## src/rtl/rr_oc_pkg.sv

```systemverilog
package rr_oc_pkg;

   localparam int PORT_LOCAL = 0;
   localparam int PORT_EAST  = 1;
   localparam int PORT_WEST  = 2;
   localparam int PORT_NORTH = 3;
   localparam int PORT_SOUTH = 4;

   typedef enum logic [1:0] {
      OC_IDLE = 2'd0,
      OC_COPY = 2'd1,
      OC_SEND = 2'd2
   } oc_state_t;

endpackage

```

## src/rtl/rr_oc_mask.sv

```systemverilog
module rr_oc_mask
   import rr_oc_pkg::*;
#(
   parameter int NPORTS  = 5,
   parameter bit LATERAL = 1'b0
) (
   input  logic [NPORTS-1:0] req_i,
   output logic [NPORTS-1:0] req_o
);

   generate
      if (LATERAL) begin : g_lateral
         localparam logic [NPORTS-1:0] VERT_M =
            (NPORTS'(1) << PORT_NORTH) | (NPORTS'(1) << PORT_SOUTH);
         assign req_o = req_i & ~VERT_M;
      end else begin : g_all
         assign req_o = req_i;
      end
   endgenerate

endmodule

```

## src/rtl/rr_oc_pick.sv

```systemverilog
module rr_oc_pick #(
   parameter int NPORTS = 5,
   parameter int IDX_W  = 3
) (
   input  logic [NPORTS-1:0] req_i,
   input  logic [IDX_W-1:0]  start_i,
   output logic              found_o,
   output logic [IDX_W-1:0]  idx_o
);

   always_comb begin
      logic [IDX_W-1:0] cand;
      found_o = 1'b0;
      idx_o   = '0;
      cand    = '0;
      for (int k = 0; k < NPORTS; k++) begin
         cand = IDX_W'((int'(start_i) + k) % NPORTS);
         if (!found_o && req_i[cand]) begin
            found_o = 1'b1;
            idx_o   = cand;
         end
      end
   end

endmodule

```

## src/rtl/rr_oc_fifo.sv

```systemverilog
module rr_oc_fifo #(
   parameter int W     = 8,
   parameter int DEPTH = 16
) (
   input  logic         clk,
   input  logic         rst_n,
   input  logic         push_i,
   input  logic [W-1:0] din_i,
   input  logic         pop_i,
   output logic [W-1:0] dout_o,
   output logic         empty_o,
   output logic         full_o
);

   localparam int AW = $clog2(DEPTH);
   localparam int CW = $clog2(DEPTH + 1);

   logic [W-1:0]  mem [DEPTH];
   logic [AW-1:0] wr_ptr, rd_ptr;
   logic [CW-1:0] count;
   logic          do_push, do_pop;

   assign empty_o = (count == '0);
   assign full_o  = (count == CW'(DEPTH));
   assign do_push = push_i && !full_o;
   assign do_pop  = pop_i && !empty_o;
   assign dout_o  = mem[rd_ptr];

   always_ff @(posedge clk) begin
      if (do_push) mem[wr_ptr] <= din_i;
   end

   always_ff @(posedge clk) begin
      if (!rst_n) begin
         wr_ptr <= '0;
         rd_ptr <= '0;
         count  <= '0;
      end else begin
         if (do_push) wr_ptr <= wr_ptr + AW'(1);
         if (do_pop)  rd_ptr <= rd_ptr + AW'(1);
         case ({do_push, do_pop})
            2'b10:   count <= count + CW'(1);
            2'b01:   count <= count - CW'(1);
            default: count <= count;
         endcase
      end
   end

endmodule

```

## src/rtl/rr_out_chan.sv

```systemverilog
module rr_out_chan
   import rr_oc_pkg::*;
#(
   parameter int NPORTS  = 5,
   parameter int DATA_W  = 8,
   parameter int DEPTH   = 16,
   parameter int SEL_W   = 3,
   parameter bit LATERAL = 1'b0
) (
   input  logic              clk,
   input  logic              rst_n,
   input  logic [NPORTS-1:0] req_i,
   output logic [NPORTS-1:0] gnt_o,
   output logic [SEL_W-1:0]  xbar_sel_o,
   input  logic [DATA_W-1:0] xbar_data_i,
   input  logic              src_empty_i,
   output logic              dn_req_o,
   input  logic              dn_ack_i,
   output logic [DATA_W-1:0] dn_data_o
);

   localparam logic [SEL_W-1:0] LAST_IDX = SEL_W'(NPORTS - 1);

   initial begin
      assert (NPORTS >= 2 && NPORTS <= (1 << SEL_W))
         else $error("rr_out_chan: NPORTS does not fit SEL_W");
      assert (DEPTH >= 2 && (DEPTH & (DEPTH - 1)) == 0)
         else $error("rr_out_chan: DEPTH must be a power of two");
      assert (!LATERAL || NPORTS > PORT_SOUTH)
         else $error("rr_out_chan: lateral variant needs vertical ports");
   end

   oc_state_t         state_q;
   logic [NPORTS-1:0] gnt_q;
   logic [SEL_W-1:0]  sel_q;
   logic [SEL_W-1:0]  start_q;
   logic [NPORTS-1:0] req_ok;
   logic              found;
   logic [SEL_W-1:0]  win_idx;
   logic              fifo_empty, fifo_full, push, pop;

   rr_oc_mask #(.NPORTS(NPORTS), .LATERAL(LATERAL)) i_mask (
      .req_i (req_i),
      .req_o (req_ok)
   );

   rr_oc_pick #(.NPORTS(NPORTS), .IDX_W(SEL_W)) i_pick (
      .req_i   (req_ok),
      .start_i (start_q),
      .found_o (found),
      .idx_o   (win_idx)
   );

   assign push = (state_q == OC_COPY) && !src_empty_i && !fifo_full;
   assign pop  = (state_q == OC_SEND) && dn_ack_i && !fifo_empty;

   rr_oc_fifo #(.W(DATA_W), .DEPTH(DEPTH)) i_fifo (
      .clk     (clk),
      .rst_n   (rst_n),
      .push_i  (push),
      .din_i   (xbar_data_i),
      .pop_i   (pop),
      .dout_o  (dn_data_o),
      .empty_o (fifo_empty),
      .full_o  (fifo_full)
   );

   always_ff @(posedge clk) begin
      if (!rst_n) begin
         state_q <= OC_IDLE;
         gnt_q   <= '0;
         sel_q   <= '0;
         start_q <= '0;
      end else begin
         case (state_q)
            OC_IDLE: begin
               if (found && fifo_empty) begin
                  state_q <= OC_COPY;
                  gnt_q   <= NPORTS'(1) << win_idx;
                  sel_q   <= win_idx;
                  start_q <= (win_idx == LAST_IDX) ? '0 : win_idx + SEL_W'(1);
               end
            end
            OC_COPY: begin
               if (src_empty_i) begin
                  state_q <= OC_SEND;
                  gnt_q   <= '0;
                  sel_q   <= '0;
               end
            end
            OC_SEND: begin
               if (fifo_empty) state_q <= OC_IDLE;
            end
            default: state_q <= OC_IDLE;
         endcase
      end
   end

   assign gnt_o      = gnt_q;
   assign xbar_sel_o = sel_q;
   assign dn_req_o   = (state_q == OC_SEND) && !fifo_empty;

endmodule

```

## config.mk

```make
export PLATFORM = sky130hd
export DESIGN_NAME = rr_out_chan
export DESIGN_NICKNAME = d
export VERILOG_FILES = /design/src/rtl/rr_oc_pkg.sv /design/src/rtl/rr_oc_mask.sv /design/src/rtl/rr_oc_pick.sv /design/src/rtl/rr_oc_fifo.sv /design/src/rtl/rr_out_chan.sv
export SDC_FILE = /design/constraint.sdc
export NUM_CORES = 1
export LEC_CHECK = 0
export ABC_AREA = 1
export BUFFER_PORTS_ARGS = -buffer_cell sky130_fd_sc_hd__buf_2
export CAP_MARGIN = 20
export CORE_MARGIN = 1
export CORE_UTILIZATION = 55
export CTS_CLUSTER_SIZE = 12
export DETAILED_ROUTE_END_ITERATION = 10
export PLACE_DENSITY = 0.72
export REMOVE_ABC_BUFFERS = 1
export SYNTH_ARGS = -nofsm -noshare
export SYNTH_HDL_FRONTEND = slang
export SYNTH_HIERARCHICAL = 1
export SYNTH_SLANG_ARGS = --single-unit
```

## constraint.sdc

```tcl
create_clock -name clk -period 5.6 [get_ports clk]
set_input_delay 1.12 -clock clk [delete_from_list [all_inputs] [get_ports clk]]
set_output_delay 1.12 -clock clk [all_outputs]
set_load 0.05 [all_outputs]
```

==> impl_results.md, run 1 <==
- # IOs: 34
- Switching Share: 40.3%
- Core ar.: 14500 sq um
- Delay-heaviest family, CP: adder cells
- PostCTS Resize Cnt: 0
- Layout cells sized above 1: 16.0%
- Final #Nets: 883
- P_leak: 3.53 nW
- Syn Inst Count: 813
- Hpwl dp: 11.4 mm
- Vias in the first global route: 5659
- CP dominant cell by count: nand2_1
- DR pass1 iterations: 5
- Max-capacitance violation count: 0
- Crit Path Category: flop to flop
- Sequential share of the synthesized area: 54.1%
- H-tree levels: 4
- Number of diodes: 0
- Compound-Gate Fraction of Synth Area: 11.2%
- Slowest stage cell, crit path: dfxtp_1
- Simple-gate share of the synthesized area: 17.6%
- Maximum vdd ir drop: 0.389 mV
- Clock skew: 7.27 ps
- Arrival time worst endpoint: 4600 ps
- WP data required: 5940 ps
- Starting Density: 56.5%
- Seq pwr share: 32.5%
- Crit. End Element: flop
- Final WS setup: 1340 ps
- Psw: 1.73 mW
- DRC: 0
- Routed vias/inst: 5.63
- Final hold viol count: 0
- Status: finished clean
- Largest family of logic cells by synthesized area: simple AND/OR/NAND/NOR gates
- Post-synth ARST share: 0%
- GRT Util Overall: 23.6%
- FF-to-FF setup slack: 1340 ps
- Power Density: 474 nW/um^2
- Total number of vias: 5825
- Number of DRC markers in iteration 0: 494
- Setup WS pre-CTS: 1410 ps
- Max incr delay on CP: 650 ps
- Commonest non-fill, non-tap cell in the layout: edfxtp_1
- #FFs+latches synth: 158
- Clk buf depth: 2
- Area of the die: 15400 sq um
- Most frequent cells in the layout: 128 x edfxtp_1, 114 x nand2_1, 96 x inv_1, 59 x nor2_1, 54 x a21oi_1
- Total clock sinks: 158
- Input/output buffers: 33
- CTS buffer count: 17
- Adder-cell area share of the yosys netlist: 4.26%
- Post-route insts no fill: 1035
- RSZ-0062 raised after global routing: no
- Post-CTS Setup Inserts: 0
- Total wire length: 17.5 mm
- Clk pwr share: 25.4%
- Synth unique cells: 43
- Largest net degree at the start of global routing: 97
- Clock latency on the worst-skew pair: 420 ps
- Tightest Pin Transition: 1020 ps
- Leading area contributor after synthesis: edfxtp_1
- First-pass GRT wire length: 28.2 mm
- Hold_buf cts: 0
- Post-synth EDFFs: 128
- Total power: 4.29 mW
- Fmax: 0.235 GHz
- Crit start category: flop
- Synth-to-layout area growth: 10.1%
- Layout fillers: 1164
- CP Max Fanout: 10
- Mux cell area share after synthesis: 3.90%
- Syn_area_per_cell: 10.1 sq um
- XOR/XNOR share of the synthesized area: 1.54%
- Placed insts: 1001
- Synth Flop Type: edfxtp_1
- Critical path buffers and inverters: 8
- Die height: 124 um
- Grt total ovfl: 0
- Die X: 124 um
- Row cnt: 44
- Setup TNS: 0 ps
- Final slew viol count: 0
- Slew margin rel.: 31.8%
- Int Pwr: 2.56 mW
- WL per Instance: 16.9 um
- Top cells by area, synth: edfxtp_1 47%, dfxtp_1 7.3%, nand2_1 5.2%, inv_1 4.4%, ha_1 4.3%
- Clock transition at the registers of the reported paths: 60 ps
- Comb pwr share: 42.2%
- Hold WC Path Type: flop to flop
- Final Wtd Congestion: 0.938
- Crit path time final: 4260 ps
- Root buffer cell: clkbuf_16
- Initial antenna violation count: 0
- Synth Cell Area: 8220 sq um
- Final setup viols: 0
- Antenna-violating nets left: 0
- TritonCTS clock tree: done
- Fin crit share: 76.1%
- YS warnings: 6
- Share of Yosys cell area claimed by the top area cell type: 46.8%
## logic make-up (layout without fill, tap and decap cells)
logic type,count (synthesis),count (layout)
and+or+nand+nor,286,286
AOI/OAI and AO/OA,158,158
DFF,158,158
buffers and inverters,140,178
muxes,32,32
adders and majority gates,28,28
xor gates and xnor gates,11,11
## state kept, by name, indices dropped and copies added (netlist names), named ones only
name	flops
xbar_sel_o	3
i_fifo/rd_ptr	4
i_fifo/wr_ptr	4
gnt_o	5
i_fifo/mem	128
state_q	2
i_fifo/count	5
start_q	3
## cells in the mapped netlist, drive strengths merged (2+ instances only)
library cell	number
a21oi	56
buf	20
clkbuf	10
clkinv	2
dfxtp	30
edfxtp	128
ha	28
inv	108
mux2i	32
nand2	136
nand3	65
nand3b	5
nand4	10
nor2	68
o211ai	33
o21ai	64
xor2	10
## layer usage
layer  share of wire, %  vias up  wire (um)  track usage, %
met5                  0        -          0               0
met4                1.5        0        270            8.43
met3                5.6       23        980            4.44
met2                 51      196       8860            41.1
met1                 42     2775       7390            29.1
li1                   -     2831          -               -
## worst paths after layout
check,startpoint,endpoint,depth (start not counted)
worst max register to register,start_q[0],start_q[2],29
worst min register to register,gnt_o[3],gnt_o[3],2
worst min-delay path,gnt_o[3],gnt_o[3],2
worst max-delay path,start_q[0],start_q[2],29
## layout make-up
type                       instances  area (sq um)  share of cell area (%)
sequential                       158          4450                    49.2
multi-input combinational        515          3160                    35.0
clock buffer                      20           437                    4.83
inverter                         110           420                    4.65
tap                              184           230                    2.54
timing repair buffer              36           228                    2.52
clock inverter                    12           120                    1.33
## power by group through the flow
stage	logic, mW	registers, mW	clock network, mW
3_5_place_dp	1.77	1.42	0
2_1_floorplan	1.36	1.47	0
3_3_place_gp	1.70	1.42	0
6_report	1.81	1.39	1.09
5_1_grt	2.05	1.40	1.15
4_1_cts	1.79	1.39	1.10
## worst register-to-register path: cells and delay by family (launching register included)
family          cells  cell delay [ps]
simple gates       14             1190
compound gates      1              150
fa+ha+maj           6             1510
flops               1              650
buf+inv             8              690
## through the flow
step / instance area, sq um / utilization [%] / hold slack (ps)
after CTS: 8990 / 61.9 / 484
final: 9050 / 62.2 / 481
after global placement: 8430 / 58.0 / 467
after floorplan: 8030 / - / 474
after global routing: 9050 / 62.2 / 503
after detailed placement: 8430 / 58.0 / 475
(Power assumes the default switching activity.)
==> run 2, diff against run 1 <==
- clock period: 5.6 -> 3.95 ns (I/O delays scaled with it)
==> run 2 against run 1 <==
Critical path depth unchanged. Total power rose by 48%. Flip-flop and latch count is the same. Die area unchanged. Combinational power is 49% higher. Global-route usage barely moved. Setup slack lost 1100 ps. Routed wire length rose by 0.30%. Clock-buffer cell count fell by 3. Clock skew is 0.75 ps lower. Utilization grew 1.0 points. Highest routed layer unchanged.
==> impl_results.md, run 2 (same netlist as run 1, synthesis figures left out) <==
- Status: finished clean
- Clock latency on the worst-skew pair: 420 ps
- Setup TNS: 0 ps
- CP dominant cell by count: nand2_1
- RSZ-0062 raised after global routing: no
- P_leak: 3.61 nW
- Hpwl dp: 11.7 mm
- Vias in the first global route: 5766
- Area of the die: 15400 sq um
- Largest net degree at the start of global routing: 54
- Crit. Startpoint: start_q[1]
- Crit Path Category: flop to flop
- Tightest Pin Transition: 903 ps
- Clk buf depth: 2
- Setup WS pre-CTS: 149 ps
- Final #Nets: 892
- Final setup viols: 0
- Core ar.: 14500 sq um
- Reg2reg end: start_q[2]
- CTS buffer count: 17
- # IOs: 34
- Most frequent cells in the layout: 128 x edfxtp_1, 114 x nand2_1, 94 x inv_1, 59 x nor2_1, 54 x a21oi_1
- CP endpoint: start_q[2]
- Input/output buffers: 33
- Total clock sinks: 158
- Crit. End Element: flop
- Commonest non-fill, non-tap cell in the layout: edfxtp_1
- Starting Density: 56.5%
- Initial antenna violation count: 0
- Total wire length: 17.5 mm
- Crit path time final: 3680 ps
- Number of diodes: 0
- Clock transition at the registers of the reported paths: 60 ps
- Dpl cell area: 8490 sq um
- Most Crowded Layer GR: met2
- WL per Instance: 16.8 um
- Met1 global-route usage: 29.6%
- Reg2reg path depth: 29
- Post-route insts no fill: 1044
- WP data required: 4290 ps
- Arrival time worst endpoint: 4020 ps
- GR Util met3: 4.31%
- Final WS setup: 266 ps
- Hold WC Path Type: flop to flop
- Final Wtd Congestion: 0.908
- FF-to-FF setup slack: 270 ps
- Root buffer cell: clkbuf_16
- Total number of vias: 5918
- Max incr delay on CP: 350 ps
- Design area: 9190 sq um
- Met2 usage: 40.3%
- Slew margin rel.: 39.6%
- Number of DRC markers in iteration 0: 420
- Layout cells sized above 1: 18.0%
- Crit start category: flop
- DRC: 0
- Final hold viol count: 0
- Final slew viol count: 0
- Routed vias/inst: 5.67
- Fin crit share: 93.3%
- FF-to-FF Start: start_q[1]
- Synth-to-layout area growth: 11.9%
- Power Density: 690 nW/um^2
- Fmax: 0.271 GHz
- Grt total ovfl: 0
- Max reg flops: 128
- H-tree levels: 4
- Die X: 124 um
- Maximum vdd ir drop: 0.512 mV
- Die height: 124 um
- Placed insts: 1008
- GRT Util Overall: 23.6%
- DR pass1 iterations: 7
- First-pass GRT wire length: 28.5 mm
- CP Max Fanout: 5
- Total power: 6.34 mW
- Row cnt: 44
- Max-capacitance violation count: 0
- TritonCTS clock tree: done
- Antenna-violating nets left: 0
- Slowest stage cell, crit path: dfxtp_1
- Most flops, register: i_fifo/mem
- Clock skew: 6.52 ps
-- run 2: area by class of cell --
class	count	area, sq um
clock buffers	17	425
clock inverters	15	193
fillers	1142	5340
inverters	110	423
multi-input cells	515	3200
flip-flops and latches	158	4450
well taps	184	230
repair buffers	45	275
-- run 2: worst min path at each step --
stage	start	to	slack [ps]	depth (start not counted)
6_report	gnt_o[3]	gnt_o[3]	490	2
4_1_cts	gnt_o[0]	gnt_o[0]	490	2
3_5_place_dp	gnt_o[4]	gnt_o[4]	470	2
3_3_place_gp	gnt_o[0]	gnt_o[0]	470	2
2_1_floorplan	i_fifo/rd_ptr[2]	flop	470	2
5_1_grt	gnt_o[0]	gnt_o[0]	500	2
-- run 2: routing by layer --
metal	vias to the layer above	routed length (um)
met2	196	8630
met4	0	403
met5	-	0
met1	2827	7500
li1	2861	-
met3	34	1010
-- run 2: timing repair --
action / 4_1_cts / 5_1_grt
hold buffers: 0 / 0
hold endpoints to repair: 0 / 0
gates resized for setup: 0 / 10
setup endpoints to repair: 0 / 8
buffers inserted: 0 / 3
-- run 2: critical path: cells and delay by family, from the launching register on --
family	cells	cell delay, ps
simple gates	14	1190
fa+ha+maj	6	1350
compound gates	1	140
buf+inv	8	560
flops	1	350
-- run 2: per-stage QoR --
| stage | util [%] | hold slack (ps) |
|---|---|---|
| 6_report | 63.2 | 488 |
| 5_1_grt | 63.2 | 498 |
| 4_1_cts | 62.6 | 490 |
| 3_5_place_dp | 58.4 | 473 |
| 3_3_place_gp | 58.4 | 467 |
| 2_1_floorplan | - | 474 |
-- run 2: report_power, final --
part | leakage [nW] | internal [mW] | switching [mW]
sequential | 1.40 | 1.88 | 0.0734
clock | 0.296 | 1.05 | 0.637
combinational | 1.92 | 0.877 | 1.82
total | 3.61 | 3.82 | 2.53
